`src/rtl/fcmp_pkg.sv`:
```
package fcmp_pkg;
  localparam int unsigned DATA_W = 64;
  localparam int unsigned OPF_W  = 9;
  localparam int unsigned SEL_W  = 2;
  localparam int unsigned FCC_W  = 2;
  localparam int unsigned MAG_W  = DATA_W - 1;
  localparam int unsigned POS_W  = $clog2(DATA_W);

  localparam logic [OPF_W-1:0] OPF_CMP_QS = 9'h051;
  localparam logic [OPF_W-1:0] OPF_CMP_QD = 9'h052;
  localparam logic [OPF_W-1:0] OPF_CMP_QQ = 9'h053;
  localparam logic [OPF_W-1:0] OPF_CMP_SS = 9'h054;
  localparam logic [OPF_W-1:0] OPF_CMP_SD = 9'h055;
  localparam logic [OPF_W-1:0] OPF_CMP_SQ = 9'h056;

  localparam int unsigned FIELD0_LSB = 10;
  localparam int unsigned FIELDN_BASE = 30;

  typedef enum logic [FCC_W-1:0] {
    FCC_EQ = 2'd0,
    FCC_LT = 2'd1,
    FCC_GT = 2'd2,
    FCC_UN = 2'd3
  } fcc_e;

  typedef struct packed {
    logic             is_nan;
    logic             is_zero;
    logic             sign;
    logic [MAG_W-1:0] mag;
  } fp_class_t;

  typedef struct packed {
    logic is_cmp;
    logic is_double;
    logic is_signal;
    logic is_quad;
    logic is_unimpl;
  } op_dec_t;

  function automatic logic [POS_W-1:0] field_lsb(input logic [SEL_W-1:0] sel);
    logic [POS_W-1:0] r;
    if (sel == '0) r = POS_W'(FIELD0_LSB);
    else           r = POS_W'(FIELDN_BASE + 2 * int'(sel));
    return r;
  endfunction
endpackage

```
`src/rtl/fcmp_classify.sv`:
```
module fcmp_classify
  import fcmp_pkg::*;
#(
  parameter int unsigned EXP_W  = 11,
  parameter int unsigned FRAC_W = 52,
  localparam int unsigned FMT_W = EXP_W + FRAC_W + 1
) (
  input  logic [FMT_W-1:0] bits_i,
  output fp_class_t        cls_o
);
  logic [EXP_W-1:0]  exp_f;
  logic [FRAC_W-1:0] frac_f;

  assign exp_f  = bits_i[FMT_W-2 -: EXP_W];
  assign frac_f = bits_i[FRAC_W-1:0];

  always_comb begin
    cls_o.sign    = bits_i[FMT_W-1];
    cls_o.is_nan  = (&exp_f) && (|frac_f);
    cls_o.is_zero = ~|bits_i[FMT_W-2:0];
    cls_o.mag     = MAG_W'(bits_i[FMT_W-2:0]);
  end
endmodule

```
`src/rtl/fcmp_order.sv`:
```
module fcmp_order
  import fcmp_pkg::*;
(
  input  fp_class_t a_i,
  input  fp_class_t b_i,
  output fcc_e      cc_o
);
  logic mag_lt, mag_gt;

  assign mag_lt = a_i.mag < b_i.mag;
  assign mag_gt = a_i.mag > b_i.mag;

  always_comb begin
    if (a_i.is_nan || b_i.is_nan)       cc_o = FCC_UN;
    else if (a_i.is_zero && b_i.is_zero) cc_o = FCC_EQ;
    else if (a_i.sign != b_i.sign)       cc_o = a_i.sign ? FCC_LT : FCC_GT;
    else if (!mag_lt && !mag_gt)         cc_o = FCC_EQ;
    else if (a_i.sign)                   cc_o = mag_lt ? FCC_GT : FCC_LT;
    else                                 cc_o = mag_lt ? FCC_LT : FCC_GT;
  end
endmodule

```
`src/rtl/fcmp_decode.sv`:
```
module fcmp_decode
  import fcmp_pkg::*;
(
  input  logic [OPF_W-1:0] opf_i,
  output op_dec_t          dec_o
);
  always_comb begin
    dec_o = '0;
    unique case (opf_i)
      OPF_CMP_QS: dec_o.is_cmp = 1'b1;
      OPF_CMP_QD: begin dec_o.is_cmp = 1'b1; dec_o.is_double = 1'b1; end
      OPF_CMP_SS: begin dec_o.is_cmp = 1'b1; dec_o.is_signal = 1'b1; end
      OPF_CMP_SD: begin
        dec_o.is_cmp    = 1'b1;
        dec_o.is_double = 1'b1;
        dec_o.is_signal = 1'b1;
      end
      OPF_CMP_QQ, OPF_CMP_SQ: dec_o.is_quad = 1'b1;
      default: dec_o.is_unimpl = 1'b1;
    endcase
  end
endmodule

```
`src/rtl/fcmp_cc_unit.sv`:
```
module fcmp_cc_unit
  import fcmp_pkg::*;
(
  input  logic              clk_i,
  input  logic              rst_ni,
  input  logic              valid_i,
  input  logic [OPF_W-1:0]  opf_i,
  input  logic [SEL_W-1:0]  fcc_sel_i,
  input  logic [DATA_W-1:0] op_a_i,
  input  logic [DATA_W-1:0] op_b_i,
  output logic [DATA_W-1:0] fsr_o,
  output logic              ieee_exc_o,
  output logic              other_exc_o,
  output logic              unimpl_o
);
  localparam int unsigned N_OPS  = 2;
  localparam int unsigned SGL_W  = 32;

  op_dec_t   dec;
  fp_class_t cls_s [N_OPS];
  fp_class_t cls_d [N_OPS];
  fp_class_t cls   [N_OPS];
  fcc_e      cc;

  logic [DATA_W-1:0] opnd [N_OPS];
  assign opnd[0] = op_a_i;
  assign opnd[1] = op_b_i;

  fcmp_decode i_decode (.opf_i(opf_i), .dec_o(dec));

  for (genvar g = 0; g < N_OPS; g++) begin : g_opnd
    fcmp_classify #(.EXP_W(8), .FRAC_W(23)) i_cls_s (
      .bits_i(opnd[g][SGL_W-1:0]),
      .cls_o (cls_s[g])
    );
    fcmp_classify #(.EXP_W(11), .FRAC_W(52)) i_cls_d (
      .bits_i(opnd[g]),
      .cls_o (cls_d[g])
    );
    assign cls[g] = dec.is_double ? cls_d[g] : cls_s[g];
  end

  fcmp_order i_order (.a_i(cls[0]), .b_i(cls[1]), .cc_o(cc));

  logic ieee_c, other_c, unimpl_c, fault_c, wr_en;
  logic [POS_W-1:0]  lsb;
  logic [DATA_W-1:0] mask, fsr_d, fsr_q;

  assign ieee_c   = valid_i && dec.is_signal && (cls[0].is_nan || cls[1].is_nan);
  assign other_c  = valid_i && dec.is_quad;
  assign unimpl_c = valid_i && dec.is_unimpl;
  assign fault_c  = ieee_c || other_c || unimpl_c;
  assign wr_en    = valid_i && dec.is_cmp && !ieee_c;

  assign lsb   = field_lsb(fcc_sel_i);
  assign mask  = DATA_W'({FCC_W{1'b1}}) << lsb;
  assign fsr_d = (fsr_q & ~mask) | (DATA_W'(cc) << lsb);

  always_ff @(posedge clk_i or negedge rst_ni) begin
    if (!rst_ni) begin
      fsr_q       <= '0;
      ieee_exc_o  <= 1'b0;
      other_exc_o <= 1'b0;
      unimpl_o    <= 1'b0;
    end else begin
      if (wr_en) fsr_q <= fsr_d;
      ieee_exc_o  <= ieee_c;
      other_exc_o <= other_c;
      unimpl_o    <= unimpl_c;
    end
  end

  assign fsr_o = fsr_q;

  assert_hold_on_fault_R3: assert property (@(posedge clk_i) disable iff (!rst_ni)
    (valid_i && fault_c) |=> $stable(fsr_o));

  assert_idle_hold_R11: assert property (@(posedge clk_i) disable iff (!rst_ni)
    !valid_i |=> ($stable(fsr_o) && !ieee_exc_o && !other_exc_o && !unimpl_o));

  assert_outside_kept_R10: assert property (@(posedge clk_i) disable iff (!rst_ni)
    wr_en |=> (((fsr_o ^ $past(fsr_o)) & ~$past(mask)) == '0));

  assert_flags_excl_R8: assert property (@(posedge clk_i) disable iff (!rst_ni)
    $onehot0({ieee_exc_o, other_exc_o, unimpl_o}));

  assert_quiet_nan_R2: assert property (@(posedge clk_i) disable iff (!rst_ni)
    (wr_en && (cls[0].is_nan || cls[1].is_nan)) |=>
      (((fsr_o >> $past(lsb)) & DATA_W'(3)) == DATA_W'(3)));
endmodule

```
`config.mk`:
```
export PLATFORM = sky130hd
export DESIGN_NAME = fcmp_cc_unit
export DESIGN_NICKNAME = d
export VERILOG_FILES = /design/src/rtl/fcmp_pkg.sv /design/src/rtl/fcmp_classify.sv /design/src/rtl/fcmp_order.sv /design/src/rtl/fcmp_decode.sv /design/src/rtl/fcmp_cc_unit.sv
export SDC_FILE = /design/constraint.sdc
export NUM_CORES = 1
export LEC_CHECK = 0
export BUFFER_PORTS_ARGS = -buffer_cell sky130_fd_sc_hd__buf_2
export CORE_MARGIN = 4
export CORE_UTILIZATION = 39
export CTS_BUF_LIST = sky130_fd_sc_hd__clkbuf_16
export CTS_CLUSTER_SIZE = 28
export DETAILED_ROUTE_END_ITERATION = 8
export PLACE_DENSITY = 0.66
export SYNTH_ARGS = -nofsm -noshare
export SYNTH_HDL_FRONTEND = slang
export SYNTH_SLANG_ARGS = --single-unit
```
`constraint.sdc`:
```
create_clock -name clk_i -period 1 [get_ports clk_i]
set_clock_uncertainty 0.2 [all_clocks]
set_input_delay 0.2 -clock clk_i [delete_from_list [all_inputs] [get_ports clk_i]]
set_output_delay 0.2 -clock clk_i [all_outputs]
set_load 0.01 [all_outputs]
```
==> flow_metrics.tcl <==
set metrics [dict create \
    diodes 0 \
    dieArea_um2 13200 \
    dpl.cell_count 877 \
    met2_usage_pct 38.27 \
    clockBufferDepth 2 \
    ys_types 45 \
    stdcell_count 950 \
    grt_start_max_net_pins 28 \
    routed_wirelength_mm 14.96 \
    cap_violations 0 \
    cts_tree "yes" \
    die_h_um 114.9 \
    fin_ws_ns -2.940 \
    fin_util_pct 66.40 \
    synth_edf_count 0 \
    worst_pin_slew_ns 0.4100 \
    grt_pass1_wl_mm 22.95 \
    cts-root-buf "clkbuf_16" \
    clk_latency_ns 0.32 \
    syn_nets 713 \
    hold_slack_ns -0.02949 \
    ant_nets 0 \
    fin_crit_ns 3.940 \
    post-route-drc-count 0 \
    rsz0062_at_grt "true" \
    violations "hold timing, setup timing" \
    clkTransAtPathRegs_ns 0.05 \
    drive_gt1_share_pct 49.75 \
    status "complete, but fails checks" \
    routed_via_density 5.089 \
    synth_flop_cell "dfrtp_1" \
    syn_to_final_growth_pct 64.44 \
    port_buffers 208 \
    drtIter0Drc 292 \
    critPathCaptureType "flop" \
    grt-busiest-layer "met2" \
    gr-usage-met1_pct 24.92 \
    finalSetupViolCount 78 \
    grt_pass1_vias 5022 \
    critPathKind "input port to flop" \
    via_count 4835 \
    synth.area.top_cells "dfrtp_1, ha_1, clkbuf_1" \
    fill_cells 850 \
    drt-wirelength-per-cell_um 15.75 \
    ys_ff_latch 67 \
    required_ns 1.04 \
    fin_crit_sh_pct 394.0 \
    syn_inst 508 \
    cts_max_level 3 \
    final_common_cell "buf_2" \
    layout_common_cells "buf_2, buf_4, dfrtp_1" \
    ys_seq_area_share_pct 37.64 \
    antenna_found_initial 1 \
    ir_drop_uv 1756 \
    cts-buffers-inserted 9 \
    place_hpwl_mm 11.18 \
    die_w_um 114.9 \
    avgSynthCellArea_um2 8.768 \
    reg2reg_setup_slack_ns -0.08 \
    initial_core_util_pct 40.38 \
    relSlewSlack_pct 72.42 \
    synth_top_area_cell "dfrtp_1" \
    cp_max_fo 7 \
    rows 38 \
    hold_class "input port to flop" \
    arrival_ns 3.98 \
    postCtsHoldBufs 2 \
    groute.usage.overall_pct 21.39 \
    synthArstFlopShare_pct 100.0 \
    core_area_um2 11030 \
    ios 209 \
    worstSetupStartpointType "input port" \
    netlist_area_um2 4454 \
    hold_viol 2 \
    max_freq_ghz 0.2538 \
    grt-ovfl-total 0 \
    drv_slew 0 \
    power_density_nw_per_um2 999.0 \
    nets 1011 \
    drtPass1Iterations 4 \
    yosys_warnings 0 \
    power_leakage_uw 0.004008 \
    power_uw 7317 \
    cts_sinks 67 \
    globalRouteMet3Util_pct 4.737 \
    synth_top_area_share_pct 37.64 \
    place.gp.congestion 0.8765 \
]
## cell usage after synthesis (2+ instances only)
| library cell | count |
|---|---|
| nand4_1 | 23 |
| mux2i_1 | 2 |
| nand2b_1 | 2 |
| buf_1 | 2 |
| nor3_1 | 11 |
| mux2_2 | 2 |
| ha_1 | 63 |
| a221o_1 | 4 |
| nand3_1 | 10 |
| a2bb2oi_1 | 2 |
| nand3b_1 | 2 |
| a22oi_1 | 4 |
| or4_1 | 7 |
| clkbuf_1 | 62 |
| and4_1 | 2 |
| o21ai_0 | 9 |
| or3b_1 | 3 |
| a31oi_1 | 3 |
| nor4_1 | 24 |
| or3_1 | 5 |
| and2_1 | 32 |
| nand2_1 | 61 |
| dfrtp_1 | 67 |
| a211oi_1 | 6 |
| o22ai_1 | 2 |
| a21o_1 | 2 |
| or2_1 | 2 |
| a32oi_1 | 2 |
| a21oi_1 | 22 |
| nor2b_1 | 4 |
| inv_1 | 39 |
| a221oi_1 | 3 |
| nor2_1 | 12 |
## registers in the layout, indices dropped and copies added, names as in the netlist
| register | flops |
|---|---|
| fsr_o | 64 |
| ieee_exc_o | 1 |
| other_exc_o | 1 |
| unimpl_o | 1 |
## logic make-up (layout without fill, tap and decap cells)
| family | count (synthesis) | after routing | synth area share (%) |
|---|---|---|---|
| AO/OA/AOI/OAI | 66 | 66 | 10.11 |
| adder cells (fa/ha/maj) | 63 | 63 | 17.70 |
| buffers and inverters | 103 | 405 | 8.680 |
| flip-flops | 67 | 67 | 37.64 |
| multiplexers | 4 | 4 | 0.9550 |
| AND/OR/NAND/NOR | 205 | 205 | 24.92 |
## per-layer routing
layer	vias up	share of wire, %
met2	190	51
met3	39	7.1
li1	2373	-
met1	2231	39
met5	-	0.094
met4	2	2.7
## repair_timing
action	in CTS	in global routing
gates resized for setup	26	32
setup endpoints to repair	78	78
buffers inserted	37	16
hold endpoints to repair	71	1
pin swaps	9	15
cloned	4	0
## power by group
part | total (uW) | switching (uW) | leakage [uW] | internal, uW
Sequential | 2740 | 10.1 | 0.000903 | 2730
Clock | 3300 | 1130 | 0.000144 | 2170
Combinational | 1280 | 600 | 0.00296 | 676
## final timing paths
check                              from         to  cells past startpoint
hold / removal             fcc_sel_i[1]  fsr_o[34]                      2
setup reg to reg              fsr_o[32]  fsr_o[32]                      4
max in group asynchronous        rst_ni   fsr_o[3]                      3
hold reg to reg               fsr_o[16]  fsr_o[16]                      0
min in group asynchronous        rst_ni  fsr_o[40]                      2
setup / recovery               opf_i[0]  fsr_o[34]                     15
## worst max-delay path, stage by stage
cell and delay [ns]:
buf_6 0.09, or3b_4 0.39, a2111oi_4 0.31, buf_6 0.20, buf_6 0.15, buf_16 0.14, nand2_4 0.06, ha_4 0.26
nand4_1 0.13, or4_4 0.51, or4_4 0.43, o211ai_1 0.32, o41ai_4 0.15, a221o_1 0.43, a32oi_1 0.20
## through the flow
stage               setup slack, ns  TNS [ns]  instance area [um2]
floorplan                    -3.152    -26.26                 4587
global placement             -3.168    -27.68                 6197
detailed placement           -3.283    -28.54                 6197
CTS                          -2.812    -40.10                 7030
global route                 -3.117    -44.22                 7325
finish                       -2.940    -40.74                 7325
## cell type report
type | instances | area [um2] | area share, %
well taps | 140 | 175.2 | 2.392
flip-flops and latches | 67 | 1677 | 22.89
clock buffers | 9 | 225.2 | 3.075
clock inverters | 6 | 91.34 | 1.247
multi-input cells | 338 | 2636 | 35.99
repair buffers | 351 | 2374 | 32.41
inverters | 39 | 146.4 | 1.999
Note: power is estimated with default switching activity, not from simulation.
